[config.mk]
export PLATFORM = sky130hd
export DESIGN_NAME = irq_arb
export DESIGN_NICKNAME = d
export VERILOG_FILES = /design/src/rtl/irq_arb_pkg.sv /design/src/rtl/irq_arb_select.sv /design/src/rtl/irq_arb_gate.sv /design/src/rtl/irq_arb.sv
export SDC_FILE = /design/constraint.sdc
export NUM_CORES = 1
export LEC_CHECK = 0
export CORE_AREA = 3 3 212 110
export DETAILED_ROUTE_END_ITERATION = 12
export DIE_AREA = 0 0 215 113
export DONT_BUFFER_PORTS = 1
export GPL_ROUTABILITY_DRIVEN = 1
export GPL_TIMING_DRIVEN = 0
export HOLD_SLACK_MARGIN = 0.08
export PLACE_DENSITY = 0.57
export SLEW_MARGIN = 15
export SYNTH_ARGS = -nofsm -noshare
export SYNTH_HDL_FRONTEND = slang
export SYNTH_HIERARCHICAL = 1
export SYNTH_SLANG_ARGS = --single-unit
[constraint.sdc]
create_clock -name clk -period 39.8 [get_ports clk]
set_input_delay 7.96 -clock clk [delete_from_list [all_inputs] [get_ports clk]]
set_output_delay 7.96 -clock clk [all_outputs]
set_load 0.02 [all_outputs]
[src/rtl/irq_arb_pkg.sv]
package irq_arb_pkg;
    localparam int PRIO_W = 4;
    localparam int GRP_W  = 3;

    typedef logic [PRIO_W-1:0] prio_t;
    typedef logic [GRP_W-1:0]  grp_t;

    typedef enum logic [2:0] {
        OP_EN_SET  = 3'd0,
        OP_EN_CLR  = 3'd1,
        OP_PND_SET = 3'd2,
        OP_PND_CLR = 3'd3,
        OP_PRIO    = 3'd4,
        OP_GROUP   = 3'd5
    } op_e;

    function automatic grp_t clamp_grp(grp_t g);
        return (g > grp_t'(PRIO_W)) ? grp_t'(PRIO_W) : g;
    endfunction

    // preemption level: upper G bits of the stored value
    function automatic prio_t pre_of(prio_t p, grp_t g);
        grp_t sh;
        sh = grp_t'(PRIO_W) - clamp_grp(g);
        return prio_t'({1'b0, p} >> sh);
    endfunction

    // subpriority: lower (4-G) bits
    function automatic prio_t sub_of(prio_t p, grp_t g);
        grp_t       sh;
        logic [4:0] m;
        sh = grp_t'(PRIO_W) - clamp_grp(g);
        m  = (5'd1 << sh) - 5'd1;
        return p & m[3:0];
    endfunction

    function automatic prio_t pack_prio(prio_t pre, prio_t sub, grp_t g);
        grp_t       gg;
        grp_t       sh;
        logic [4:0] pm;
        logic [4:0] sm;
        logic [4:0] hi;
        gg = clamp_grp(g);
        sh = grp_t'(PRIO_W) - gg;
        pm = (5'd1 << gg) - 5'd1;
        sm = (5'd1 << sh) - 5'd1;
        hi = {1'b0, pre & pm[3:0]} << sh;
        return hi[3:0] | (sub & sm[3:0]);
    endfunction
endpackage

[src/rtl/irq_arb_select.sv]
module irq_arb_select
    import irq_arb_pkg::*;
#(
    parameter int NUM_IRQ = 8,
    localparam int ID_W   = $clog2(NUM_IRQ)
) (
    input  logic [NUM_IRQ-1:0]        cand,
    input  logic [NUM_IRQ*PRIO_W-1:0] prio,
    output logic                      valid,
    output logic [ID_W-1:0]           win_id,
    output prio_t                     win_prio
);
    // stored value orders preemption first then subpriority; scanning
    // upward with a strict compare keeps the lowest line on ties
    always_comb begin
        valid    = 1'b0;
        win_id   = '0;
        win_prio = '1;
        for (int i = 0; i < NUM_IRQ; i++) begin
            if (cand[i] && (!valid || (prio[i*PRIO_W +: PRIO_W] < win_prio))) begin
                valid    = 1'b1;
                win_id   = ID_W'(i);
                win_prio = prio[i*PRIO_W +: PRIO_W];
            end
        end
    end
endmodule

[src/rtl/irq_arb_gate.sv]
module irq_arb_gate
    import irq_arb_pkg::*;
#(
    parameter int NUM_IRQ = 8
) (
    input  logic [NUM_IRQ-1:0]        act,
    input  logic [NUM_IRQ*PRIO_W-1:0] prio,
    input  grp_t                      grp,
    input  prio_t                     win_prio,
    output logic                      may_take
);
    logic  any_act;
    prio_t floor_pre;

    always_comb begin
        any_act   = 1'b0;
        floor_pre = '1;
        for (int i = 0; i < NUM_IRQ; i++) begin
            if (act[i]) begin
                any_act = 1'b1;
                if (pre_of(prio[i*PRIO_W +: PRIO_W], grp) < floor_pre)
                    floor_pre = pre_of(prio[i*PRIO_W +: PRIO_W], grp);
            end
        end
        may_take = !any_act || (pre_of(win_prio, grp) < floor_pre);
    end
endmodule

[src/rtl/irq_arb.sv]
module irq_arb
    import irq_arb_pkg::*;
#(
    parameter int NUM_IRQ = 8,
    localparam int ID_W   = $clog2(NUM_IRQ),
    localparam int SP_W   = $clog2(NUM_IRQ + 1)
) (
    input  logic               clk,
    input  logic               rst_n,
    input  logic [NUM_IRQ-1:0] irq_i,
    input  logic               wr_en,
    input  logic [2:0]         wr_op,
    input  logic [ID_W-1:0]    wr_id,
    input  logic [7:0]         wr_data,
    input  logic [ID_W-1:0]    rd_id,
    input  logic [2:0]         rd_group,
    output logic               rd_en_o,
    output logic               rd_pend_o,
    output logic               rd_act_o,
    output logic [3:0]         rd_pre_o,
    output logic [3:0]         rd_sub_o,
    output logic [2:0]         grp_o,
    output logic               req_o,
    output logic [ID_W-1:0]    req_id_o,
    input  logic               ack_i,
    input  logic               done_i
);
    typedef struct packed {
        logic [NUM_IRQ-1:0]        en;
        logic [NUM_IRQ-1:0]        pend;
        logic [NUM_IRQ-1:0]        act;
        logic [NUM_IRQ*PRIO_W-1:0] prio;
        grp_t                      grp;
        logic [NUM_IRQ*ID_W-1:0]   stk;
        logic [SP_W-1:0]           sp;
    } state_t;

    state_t s_q, s_d;

    logic            win_valid;
    logic [ID_W-1:0] win_id;
    prio_t           win_prio;
    logic            may_take;

    irq_arb_select #(.NUM_IRQ(NUM_IRQ)) u_select (
        .cand     (s_q.pend & s_q.en),
        .prio     (s_q.prio),
        .valid    (win_valid),
        .win_id   (win_id),
        .win_prio (win_prio)
    );

    irq_arb_gate #(.NUM_IRQ(NUM_IRQ)) u_gate (
        .act      (s_q.act),
        .prio     (s_q.prio),
        .grp      (s_q.grp),
        .win_prio (win_prio),
        .may_take (may_take)
    );

    assign req_o    = win_valid && may_take;
    assign req_id_o = win_id;

    logic [SP_W-1:0] sp_n;
    logic [ID_W-1:0] top_id;

    always_comb begin
        s_d    = s_q;
        sp_n   = s_q.sp;
        top_id = '0;
        if (s_q.sp != '0)
            top_id = s_q.stk[(int'(s_q.sp) - 1)*ID_W +: ID_W];

        if (wr_en) begin
            case (wr_op)
                OP_EN_SET:  s_d.en[wr_id]   = 1'b1;
                OP_EN_CLR:  s_d.en[wr_id]   = 1'b0;
                OP_PND_SET: s_d.pend[wr_id] = 1'b1;
                OP_PND_CLR: s_d.pend[wr_id] = 1'b0;
                OP_PRIO:    s_d.prio[wr_id*PRIO_W +: PRIO_W] =
                                pack_prio(wr_data[3:0], wr_data[7:4], s_q.grp);
                OP_GROUP:   if (wr_data[2:0] <= 3'd4) s_d.grp = wr_data[2:0];
                default: ;
            endcase
        end

        s_d.pend = s_d.pend | irq_i;

        // retire the newest handler first, then accept the winner
        if (done_i && (s_q.sp != '0)) begin
            s_d.act[top_id] = 1'b0;
            sp_n = s_q.sp - SP_W'(1);
        end

        if (ack_i && req_o) begin
            s_d.pend[win_id] = 1'b0;
            s_d.act[win_id]  = 1'b1;
            s_d.stk[int'(sp_n)*ID_W +: ID_W] = win_id;
            sp_n = sp_n + SP_W'(1);
        end
        s_d.sp = sp_n;
    end

    always_ff @(posedge clk or negedge rst_n) begin
        if (!rst_n) s_q <= '0;
        else        s_q <= s_d;
    end

    assign rd_en_o   = s_q.en[rd_id];
    assign rd_pend_o = s_q.pend[rd_id];
    assign rd_act_o  = s_q.act[rd_id];
    assign rd_pre_o  = pre_of(s_q.prio[rd_id*PRIO_W +: PRIO_W], rd_group);
    assign rd_sub_o  = sub_of(s_q.prio[rd_id*PRIO_W +: PRIO_W], rd_group);
    assign grp_o     = s_q.grp;

    logic [NUM_IRQ-1:0] en_q, pend_q, act_q;
    assign en_q   = s_q.en;
    assign pend_q = s_q.pend;
    assign act_q  = s_q.act;
endmodule

==> flow_summary.yaml, run 1 <==
die:
  die_w_um: 215
  start_util_pct: 44.9
  rows: 38
  core_um2: 21500
  io_pins: 51
  dieArea_um2: 24300
  fp.dieH_um: 113
synthesis:
  ys.flop_type: "dfrtp_1"
  synthTopCellsByArea: "dfrtp_1, ha_1, mux4_2, mux2i_1, mux2_2"
  synthesis.area_um2: 9680
  syn_area_per_cell_um2: 8.84
  ys_types: 113
  synth.yosys.warnings: 6
  synth_seq_cells: 87
  synth.top_cell.area_share_pct: 22.5
  synthArstFlopShare_pct: 100
  synth_cells: 1095
  synth_edf_count: 0
  yosysTopAreaCell: "dfrtp_1"
  yosysSeqAreaShare_pct: 22.5
  synth_nets: 1186
clocking:
  cts.clk_slew.worst_paths_ps: 70
  ctsHoldBuffers: 0
  tritoncts: "yes"
  cts-htree-levels: 3
  cts_resized: 0
  cts_setup_buffers: 0
  clockBufferDepth: 2
  insertion_delay_ps: 370
  clockRootBuffer: "clkbuf_16"
  clock-sinks: 87
  cts_buffers: 9
timing:
  fmax_mhz: 46.4
  worst_pin_slew_ps: 1030
  relSlewSlack_pct: 30.8
  timing.setup.tns_ps: 0
  setup_viol: 0
  rsz0062_at_grt: "false"
  fin_crit_ps: 21560
  fin_ws_ps: 18240
  slew_violations: 0
  hold_viol: 0
  finalClockSkew_ps: 12.5
  hold_ws_ps: 520
  period_share_pct: 54.2
route:
  drt.antenna.violating_nets: 0
  wl_per_cell_um: 20.1
  drc_errors: 0
  drt-initial-drc-count: 682
  vias: 8610
  drt_first_pass_iters: 5
  wirelength_um: 28400
  viasPerCell: 6.10
worst_setup_path:
  arrival_ps: 13600
  crit_path_start_kind: "flip-flop"
  worst_path_max_delay_cell: "a31oi_1"
  crit_type: "reg -> out"
  slowest_delay_ps: 440
  cp.required_ps: 31840
  crit_fanout: 10
  critPathCaptureType: "primary output"
  cpMostUsedCell: "ha_1"
final_layout:
  final_common_cell: "nand2_1"
  diodes: 0
  fin_cells: 1411
  area_growth_pct: 7.01
  layout-drive-gt1-share_pct: 15.9
  nNetsFinal: 1197
  final_util_pct: 48.1
  stdcell_area_um2: 10400
  layout_common_cells: "nand2_1, nor2_1, dfrtp_1"
power_and_ir_drop:
  p_leak_nw: 4.33
  ir_worst_vdd_v: 0.0000562
  finalPower_mw: 0.971
  p_per_area_nw_per_um2: 93.8
place:
  placed_cell_area_um2: 10100
  port_buffers: 0
  place_inst: 1395
  dp_hpwl_um: 21900
  gp_congestion: 0.916
  dp_slack_ps: 18830
grt:
  grt_max_degree: 88
  grt_pass1_wl_um: 45800
  grt-ovfl-total: 0
  grtUsageTotal_pct: 23.5
  grt_pass1_vias: 8391
  antenna_found_initial: 1
status:
  status: "finished, final reports clean"
hold_path:
  hold_class: "reg -> reg"
flow_run:
  cap_violations: 0
area by class of cell:
| class | instances | area (um^2) |
|---|---|---|
| buffer | 43 | 251 |
| clock buffer | 9 | 225 |
| clock inverter | 7 | 77.6 |
| fill | 2068 | 11200 |
| inverter | 63 | 236 |
| multi-input combinational | 902 | 7010 |
| sequential | 87 | 2180 |
| tap | 300 | 375 |
power by group:
part           internal (mW)  switching [mW]
clock                 0.0493          0.0394
sequential             0.112          0.0362
combinational          0.290           0.445
synth_stat cells (all sizes together) (4+ instances only):
cell	count
a31oi	26
nor2	100
a221oi	6
nor3b	5
nand4	6
a22oi	9
a211oi	17
or2	7
a21oi	55
buf	24
nand2	106
or3	13
inv	63
nand3	21
o22ai	4
o21a	10
a22o	14
xnor2	12
mux4	23
o31ai	16
nor4	10
o221a	4
nor3	26
a21o	6
and2	31
o211ai	12
and3	8
ha	57
xor2	6
mux2	60
nand2b	21
o21ai	58
nor2b	21
nand3b	8
mux2i	51
o21bai	4
clkbuf	19
dfrtp	87
o221ai	5
a21boi	4
flip-flops by register name, summed over array words and instances (netlist names), named ones only:
register,flops
s_q,60
act_q,8
grp_o,3
pend_q,8
routing by layer:
layer	part of all wire, %	up-vias	GRT usage, %
met5	0.053	-	0
met1	47	4217	32.3
met2	46	243	39.6
li1	-	4116	-
met3	5.5	32	4.21
met4	1.2	2	4.13
cells by family after synthesis:
logic type | Yosys count | share of synthesized area [%]
buffers and inverters | 106 | 5.04
AO/OA/AOI/OAI | 293 | 23.1
multiplexers | 134 | 17.9
XOR/XNOR | 18 | 1.71
AND/OR/NAND/NOR | 396 | 21.8
adder cells (fa/ha/maj) | 61 | 7.89
flip-flops | 87 | 22.5
critical path, delay by kind of cell, from the launching register on:
kind                     cells  cell delay, ps
AND/OR/NAND/NOR             14            2560
flip-flops                   1             380
AO/OA/AOI/OAI               23            5150
multiplexers                 7            2290
adder cells (fa/ha/maj)      8            2050
buffers and inverters        7             770
path summary, 6_finish.rpt:
| path | endpoint | slack [ps] | depth (start not counted) | startpoint |
|---|---|---|---|---|
| hold reg to reg | flip-flop | 520 | 2 | flip-flop |
| hold / removal | flip-flop | 520 | 2 | flip-flop |
| setup reg to reg | s_q[4] | 24970 | 63 | pend_q[0] |
| setup / recovery | req_o | 18240 | 59 | pend_q[0] |
| max in group asynchronous | s_q[36] | 32300 | 0 | rst_n |
| min in group asynchronous | s_q[2] | 7290 | 0 | rst_n |
No activity file was read; power rests on OpenSTA's default activity.
==> run 2: changes to the inputs <==
- PLACE_DENSITY: 0.57 -> 0.59
- clock period: 39.8 -> 18.39 ns (I/O delays scaled with it)
==> flow_summary.yaml, run 2 (synthesized netlist as in run 1, its figures left out) <==
die:
  fp.dieH_um: 113
  dieArea_um2: 24300
  rows: 38
  io_pins: 51
  die_w_um: 215
  core_um2: 21500
  start_util_pct: 44.9
grt:
  antenna_found_initial: 1
  grtUsageTotal_pct: 23.6
  grt_max_degree: 88
  grt_pass1_wl_um: 45900
  grt_pass1_vias: 8439
  grt-ovfl-total: 0
final_layout:
  layout-drive-gt1-share_pct: 16.0
  area_growth_pct: 6.87
  largest_register_ffs: 60
  largest_register: "s_q"
  n_fill_cell: 2046
  layout_common_cells: "nand2_1, nor2_1, dfrtp_1"
  final_common_cell: "nand2_1"
  diodes: 0
  stdcell_area_um2: 10300
  nNetsFinal: 1197
worst_setup_path:
  cp.required_ps: 14710
  crit_type: "reg -> out"
  arrival_ps: 13550
  crit_fanout: 10
  reg2reg_slack_ps: 3550
  slowest_delay_ps: 400
  crit_path_start_kind: "flip-flop"
  critPathCaptureType: "primary output"
  path_buf_inv: 7
  cpMostUsedCell: "ha_1"
  worst_path_max_delay_cell: "a31oi_4"
  crit_family: "compound AO/OA/AOI/OAI gates"
timing:
  period_share_pct: 93.7
  rsz0062_at_grt: "false"
  relSlewSlack_pct: 26.2
  hold_viol: 0
  setup_viol: 0
  fin_ws_ps: 1160
  timing.setup.tns_ps: 0
  worst_pin_slew_ps: 1100
  slew_violations: 0
  finalClockSkew_ps: 6.45
  fin_crit_ps: 17230
  fmax_mhz: 58.0
place:
  gp_congestion: 0.902
  placed_cell_area_um2: 10100
  dp_hpwl_um: 22100
  dp_slack_ps: 1670
  port_buffers: 0
route:
  drt.antenna.violating_nets: 0
  drt_first_pass_iters: 5
  drt-initial-drc-count: 678
  viasPerCell: 6.06
  drc_errors: 0
  wl_per_cell_um: 20.2
  vias: 8544
  wirelength_um: 28500
clocking:
  clockRootBuffer: "clkbuf_16"
  clock-sinks: 87
  cts_buffers: 9
  tritoncts: "yes"
  clockBufferDepth: 2
  cts.clk_slew.worst_paths_ps: 70
  insertion_delay_ps: 360
  cts-htree-levels: 3
power_and_ir_drop:
  p_leak_nw: 4.32
  ir_worst_vdd_v: 0.000115
  p_per_area_nw_per_um2: 202
hold_path:
  hold_class: "reg -> reg"
status:
  status: "finished, final reports clean"
flow_run:
  cap_violations: 0
-- run 2: worst paths after layout --
path,depth (start not counted),start,end
min in group asynchronous,0,rst_n,s_q[47]
worst min register to register,2,flip-flop,flip-flop
worst max register to register,63,pend_q[0],s_q[4]
max in group asynchronous,0,rst_n,s_q[2]
worst max-delay path,59,pend_q[0],req_o
worst min-delay path,2,flip-flop,flip-flop
-- run 2: per-stage QoR --
stage	utilization (%)	std cells	hold slack, ps	power, mW
floorplan	-	1095	457	1.54
global route	48.0	1411	551	2.27
global placement	46.7	1395	500	1.86
finish	48.0	1411	501	2.09
CTS	48.0	1411	508	2.08
detailed placement	46.7	1395	493	1.89
-- run 2: power breakdown --
part           total, mW  internal, mW  leakage [nW]  switching [mW]
sequential         0.320         0.241          1.11          0.0785
combinational       1.59         0.627          3.07           0.964
clock              0.179        0.0960         0.139          0.0827
-- run 2: routing by layer --
layer | up-vias | global-route usage, % | routed length (um)
li1 | 4110 | - | -
met1 | 4175 | 31.6 | 13200
met2 | 233 | 40.3 | 13300
met3 | 24 | 4.64 | 1640
met4 | 2 | 4.62 | 310
met5 | - | 0 | 20
-- run 2: worst min-delay path, cell delays in order (launching register included) --
cell,delay [ps]
dfrtp_1,360
nand2_1,50
o21ai_0,60
-- run 2: area by class of cell --
type	count	area (um^2)	share of cell area (%)
buffer	43	251	2.43
clock buffer	10	239	2.31
clock inverter	6	43.8	0.424
inverter	63	236	2.29
multi-input combinational	902	7020	67.9
sequential	87	2180	21.1
tap	300	375	3.63
-- run 2: timing repair --
action	in CTS	in global routing
setup buffers	0	0
setup endpoints to repair	0	1
hold buffers	0	0
resized for setup	0	1
